**config.mk**
```make
export PLATFORM = sky130hd
export DESIGN_NAME = sine_prescreen
export DESIGN_NICKNAME = d
export VERILOG_FILES = /design/src/rtl/ss_pkg.sv /design/src/rtl/ss_delta.sv /design/src/rtl/ss_classify.sv /design/src/rtl/ss_runctl.sv /design/src/rtl/sine_prescreen.sv
export SDC_FILE = /design/constraint.sdc
export NUM_CORES = 1
export LEC_CHECK = 0
export BUFFER_PORTS_ARGS = -buffer_cell sky130_fd_sc_hd__buf_2
export CORE_MARGIN = 5
export CORE_UTILIZATION = 45
export DETAILED_ROUTE_END_ITERATION = 12
export PLACE_DENSITY = 0.66
export RECOVER_POWER = 50
export SETUP_SLACK_MARGIN = 0.2
export SYNTH_ARGS = -nofsm -noshare
export SYNTH_HDL_FRONTEND = slang
export SYNTH_SLANG_ARGS = --single-unit
```
**constraint.sdc**
```tcl
create_clock -name clk -period 9.9 [get_ports clk]
set_input_delay 0.99 -clock clk [delete_from_list [all_inputs] [get_ports clk]]
set_output_delay 0.99 -clock clk [all_outputs]
set_load 0.05 [all_outputs]
```
**src/rtl/ss_pkg.sv**
```systemverilog
package ss_pkg;
  typedef enum logic [1:0] {
    PH_IDLE  = 2'd0,
    PH_RUN   = 2'd1,
    PH_ABORT = 2'd2,
    PH_DONE  = 2'd3
  } phase_e;
endpackage

```
**src/rtl/ss_delta.sv**
```systemverilog
module ss_delta #(
  parameter int SAMPLE_W = 12,
  localparam int MAG_W = SAMPLE_W + 1
) (
  input  logic                       clk,
  input  logic                       rst_n,
  input  logic                       restart_i,
  input  logic                       take_i,
  input  logic signed [SAMPLE_W-1:0] sample_i,
  output logic                       diff_vld_o,
  output logic        [MAG_W-1:0]    mag_o
);
  logic signed [SAMPLE_W-1:0] prev_q;
  logic                       have_q;
  logic signed [MAG_W-1:0]    diff;

  always_comb begin
    diff  = {sample_i[SAMPLE_W-1], sample_i} - {prev_q[SAMPLE_W-1], prev_q};
    mag_o = diff[MAG_W-1] ? MAG_W'(-diff) : MAG_W'(diff);
  end

  assign diff_vld_o = have_q;

  always_ff @(posedge clk) begin
    if (!rst_n) begin
      prev_q <= '0;
      have_q <= 1'b0;
    end else if (restart_i) begin
      have_q <= 1'b0;
    end else if (take_i) begin
      prev_q <= sample_i;
      have_q <= 1'b1;
    end
  end


  prev_capture_chk: assert property (@(posedge clk) disable iff (!rst_n)
    (take_i && !restart_i) |=> (have_q && prev_q == $past(sample_i)));


  mag_range_chk: assert property (@(posedge clk) disable iff (!rst_n)
    have_q |-> (mag_o <= MAG_W'((1 << SAMPLE_W) - 1)));
endmodule

```
**src/rtl/ss_classify.sv**
```systemverilog
module ss_classify #(
  parameter int SAMPLE_W = 12,
  localparam int MAG_W = SAMPLE_W + 1
) (
  input  logic [MAG_W-1:0]    mag_i,
  input  logic [SAMPLE_W-1:0] max_step_i,
  output logic                abnormal_o
);
  logic [MAG_W-1:0] limit2;

  assign limit2     = {max_step_i, 1'b0};
  assign abnormal_o = (mag_i == '0) || (mag_i >= limit2);
endmodule

```
**src/rtl/ss_runctl.sv**
```systemverilog
module ss_runctl
  import ss_pkg::*;
#(
  parameter int RUN_W = 8
) (
  input  logic             clk,
  input  logic             rst_n,
  input  logic             start_i,
  input  logic             clear_i,
  input  logic             take_i,
  input  logic             diff_vld_i,
  input  logic             abnormal_i,
  input  logic             last_i,
  input  logic [RUN_W-1:0] run_len_i,
  output phase_e           phase_o
);
  phase_e           phase_q;
  logic [RUN_W-1:0] cnt_q;
  logic [RUN_W-1:0] limit;
  logic             hit;

  assign limit = (run_len_i == '0) ? RUN_W'(1) : run_len_i;
  assign hit   = diff_vld_i && abnormal_i &&
                 (({1'b0, cnt_q} + (RUN_W+1)'(1)) >= {1'b0, limit});

  always_ff @(posedge clk) begin
    if (!rst_n) begin
      phase_q <= PH_IDLE;
      cnt_q   <= '0;
    end else if (clear_i) begin
      phase_q <= PH_IDLE;
      cnt_q   <= '0;
    end else if (start_i) begin
      phase_q <= PH_RUN;
      cnt_q   <= '0;
    end else if (take_i) begin
      if (diff_vld_i) begin
        cnt_q <= abnormal_i ? cnt_q + RUN_W'(1) : '0;
      end
      if (hit) begin
        phase_q <= PH_ABORT;
      end else if (last_i) begin
        phase_q <= PH_DONE;
      end
    end
  end

  assign phase_o = phase_q;


  cnt_bound_chk: assert property (@(posedge clk) disable iff (!rst_n)
    (phase_q == PH_RUN) |-> (cnt_q < limit));


  abort_sticky_chk: assert property (@(posedge clk) disable iff (!rst_n)
    (phase_q == PH_ABORT && !start_i && !clear_i) |=> (phase_q == PH_ABORT));


  done_needs_last_chk: assert property (@(posedge clk) disable iff (!rst_n)
    $rose(phase_q == PH_DONE) |-> $past(take_i && last_i));
endmodule

```
**src/rtl/sine_prescreen.sv**
```systemverilog
module sine_prescreen
  import ss_pkg::*;
#(
  parameter int SAMPLE_W = 12,
  parameter int RUN_W    = 8
) (
  input  logic                       clk,
  input  logic                       rst_n,
  input  logic                       start_i,
  input  logic                       clear_i,
  input  logic        [SAMPLE_W-1:0] max_step_i,
  input  logic        [RUN_W-1:0]    run_len_i,
  input  logic                       s_valid_i,
  output logic                       s_ready_o,
  input  logic signed [SAMPLE_W-1:0] s_data_i,
  input  logic                       s_last_i,
  output logic                       abort_o,
  output logic                       done_o
);
  localparam int MAG_W = SAMPLE_W + 1;

  phase_e           phase;
  logic             take;
  logic             diff_vld;
  logic [MAG_W-1:0] mag;
  logic             abnormal;

  assign s_ready_o = (phase == PH_RUN);
  assign take      = s_valid_i && s_ready_o;
  assign abort_o   = (phase == PH_ABORT);
  assign done_o    = (phase == PH_DONE);

  ss_delta #(.SAMPLE_W(SAMPLE_W)) u_delta (
    .clk        (clk),
    .rst_n      (rst_n),
    .restart_i  (start_i | clear_i),
    .take_i     (take),
    .sample_i   (s_data_i),
    .diff_vld_o (diff_vld),
    .mag_o      (mag)
  );

  ss_classify #(.SAMPLE_W(SAMPLE_W)) u_class (
    .mag_i      (mag),
    .max_step_i (max_step_i),
    .abnormal_o (abnormal)
  );

  ss_runctl #(.RUN_W(RUN_W)) u_run (
    .clk        (clk),
    .rst_n      (rst_n),
    .start_i    (start_i),
    .clear_i    (clear_i),
    .take_i     (take),
    .diff_vld_i (diff_vld),
    .abnormal_i (abnormal),
    .last_i     (s_last_i),
    .run_len_i  (run_len_i),
    .phase_o    (phase)
  );


  ready_abort_chk: assert property (@(posedge clk) disable iff (!rst_n)
    abort_o |-> !s_ready_o);


  excl_result_chk: assert property (@(posedge clk) disable iff (!rst_n)
    !(abort_o && done_o));


  clear_idle_chk: assert property (@(posedge clk) disable iff (!rst_n)
    clear_i |=> (!s_ready_o && !abort_o && !done_o));
endmodule

```
==> metrics.md <==
| Metric | Value |
|---|---|
| Status | `complete, no violations` |
| Worst Setup End Kind | `register` |
| Final Setup Violations | `0` |
| Most used DFF post-synth | `dfxtp_1` |
| Skew final | `5.67 ps` |
| Register area | `460 sq um` |
| Post-CTS Hold Buffers | `0` |
| Syn Nets | `429` |
| Full die area | `7520 sq um` |
| Inserted Clock Buffers | `3` |
| Leak pwr | `1.30 nW` |
| Initial antenna violation count | `0` |
| Final Hold Fails | `0` |
| RSZ-0062 raised after global routing | `no` |
| #FFs+latches synth | `23` |
| Post-DR vias/cell | `5.34` |
| Fin crit period | `5020 ps` |
| Die H | `86.7 um` |
| Multi-input logic area | `2020 sq um` |
| Hold endpoint | `u_delta.prev_q[10]` |
| I/O pin cnt | `41` |
| R2r setup slk | `5390 ps` |
| DP HPWL | `4.71 mm` |
| Clk root buf | `clkbuf_8` |
| Setup TNS | `0 ps` |
| DRC errors left | `0` |
| Drt first pass iters | `4` |
| Max FO, Critical Path | `6` |
| Global-route wire length before repair | `9.89 mm` |
| Sink Count | `23` |
| Diode count | `0` |
| Commonest non-fill, non-tap cell in the layout | `nand2_1` |
| Starting density of the core | `45.5%` |
| Tcrit/Tclk final | `50.8%` |
| Maximum vdd ir drop | `0.0550 mV` |
| Post_cts resized | `0` |
| Count of cell types in the netlist | `55` |
| GRT Residual Overflow | `0` |
| Commonest non-fill, non-tap cells in the layout | `nand2_1, buf_2, inv_1` |
| Critical Path RT | `10080 ps` |
| Core Region | `5820 sq um` |
| Final instance area | `2960 sq um` |
| P&R area growth vs syn | `11.8%` |
| Drt wl/cell | `12.3 um` |
| Post-Synthesis Cell Area | `2650 sq um` |
| Worst-Margin Slew | `775 ps` |
| Iteration-0 DRC Markers | `107` |
| Post-Place Cell Area | `2910 sq um` |
| Final max-slew violation count | `0` |
| YS warnings | `0` |
| Total Wirelength | `5.75 mm` |
| Cells after Synth | `356` |
| H-tree depth | `1` |
| Crit path kind | `input pin to register` |
| Reg2Reg Depth | `17` |
| Gr usage total | `15.8%` |
| Fillers | `600` |
| Final core occ | `50.9%` |
| Longest Clk Path Bufs | `2` |
| Share of cells above drive strength 1 | `14.8%` |
| Routed Antenna Nets | `0` |
| Nets | `467` |
| Pin count of the biggest net entering global routing | `17` |
| Post-synthesis sequential area ratio | `17.4%` |
| Worst reg2reg startpoint | `u_delta.prev_q[0]` |
| Chip width | `86.7 um` |
| HP Class | `register to register` |
| Worst EP arrival | `5200 ps` |
| Fmax | `199 MHz` |
| Setup bufs post-CTS | `0` |
| EDFF count, synth | `0` |
| Routability congestion estimate | `0.817` |
| Critical Path Start Type | `input pin` |
| WHS Path Cells | `2` |
| # port buffers | `40` |
| Async SR Flop Fraction | `0%` |
| CTS tree | `yes` |
| PwrDens | `87.5 nW/um^2` |
| Detailed-route via count | `2498` |
| Clock transition at the registers of the reported paths | `90 ps` |
| # rows | `28` |
| Min-delay src | `u_delta.prev_q[10]` |
| Vias in the first global route | `2183` |
| Relative slew slack | `48.0%` |
| R2R Path End | `u_run.phase_o[0]` |
| Pwr Total | `0.000259 W` |
| Synth Area per Inst | `7.44 sq um` |
| Total of max-cap violations | `0` |
| Clock Latency Late Sink | `280 ps` |
-- worst max-delay path, cell delays in order --
cell,delay (ps)
buf_2,90
inv_1,40
ha_1,210
fa_1,390
nand2b_1,190
a211oi_2,320
o21ai_0,180
a222oi_1,490
nand3_1,230
o21ai_0,250
xor2_1,120
ha_1,310
nand2_1,50
o41ai_1,390
or3_1,160
o21ai_0,70
a21oi_1,270
o211ai_1,210
a32o_1,260
-- synthesized netlist by cell type (4+ instances only) --
cell type / n / area (sq um)
and3_1: 6 / 37.5
nand2_1: 57 / 214
o21ai_0: 18 / 90.1
a21o_1: 5 / 37.5
nand3_1: 9 / 45.0
nor3_1: 6 / 30.0
dfxtp_1: 23 / 460
xor2_1: 14 / 123
ha_1: 34 / 425
nand2b_1: 8 / 50.1
a21oi_1: 15 / 75.1
xnor2_1: 11 / 96.3
nor2b_1: 6 / 37.5
a21boi_0: 13 / 97.6
nand4_1: 4 / 25.0
nor2_1: 18 / 67.6
a31oi_1: 4 / 25.0
clkbuf_1: 6 / 22.5
inv_1: 37 / 139
a211oi_2: 7 / 87.6
and2_1: 6 / 37.5
-- cell families (layout without fill, tap and decap cells) --
logic type               after synthesis  after routing  synth area share, %
buffers and inverters                 44             81                 6.29
AND/OR/NAND/NOR                      137            137                 25.5
AO/OA/AOI/OAI                         91             91                 25.3
multiplexers                           1              1                0.378
adder cells (fa/ha/maj)               35             35                 16.8
flip-flops                            23             23                 17.4
XOR/XNOR                              25             25                 8.27
-- how the worst max path moves through the flow --
stage / cells past startpoint / to / slack (ps) / startpoint
2_1_floorplan: 18 / u_run.phase_o[0] / 5210 / s_data_i[0]
3_3_place_gp: 19 / u_run.phase_o[0] / 4780 / s_data_i[0]
3_5_place_dp: 19 / u_run.phase_o[0] / 4610 / s_data_i[0]
4_1_cts: 19 / u_run.phase_o[0] / 4900 / s_data_i[0]
5_1_grt: 19 / u_run.phase_o[0] / 4430 / s_data_i[0]
6_report: 19 / u_run.phase_o[0] / 4880 / s_data_i[0]
-- power by group --
group,internal (W),switching [W],total (W),leakage [nW]
combinational,0.0000426,0.0000597,0.000102,1.09
sequential,0.0000932,0.000000555,0.0000938,0.186
clock,0.0000283,0.0000348,0.0000630,0.0255
-- metal layers --
metal | wire, um | up-vias | GRT usage [%]
li1 | - | 1330 | -
met1 | 2970 | 1104 | 23.8
met2 | 2400 | 59 | 23.9
met3 | 311 | 5 | 1.52
met4 | 62 | 0 | 3.82
met5 | 0 | - | 0
-- per-stage QoR --
step	setup slack, ps	instances	hold WS (ps)
finish	4880	468	467
CTS	4900	468	470
detailed placement	4610	464	457
global placement	4780	464	451
global route	4430	468	491
floorplan	5210	356	432
-- registers in the layout (all words and copies together) (netlist names) --
register            count
u_delta.diff_vld_o      1
u_run.cnt_q             8
u_run.phase_o           2
u_delta.prev_q         12
-- final cells by class --
class,instances,area share [%]
inverter,37,4.69
timing repair buffer,40,6.76
clock buffer,3,1.39
tap,75,3.17
multi-input combinational,289,68.3
sequential,23,15.6
clock inverter,1,0.169
No activity file was read; power rests on OpenSTA's default activity.
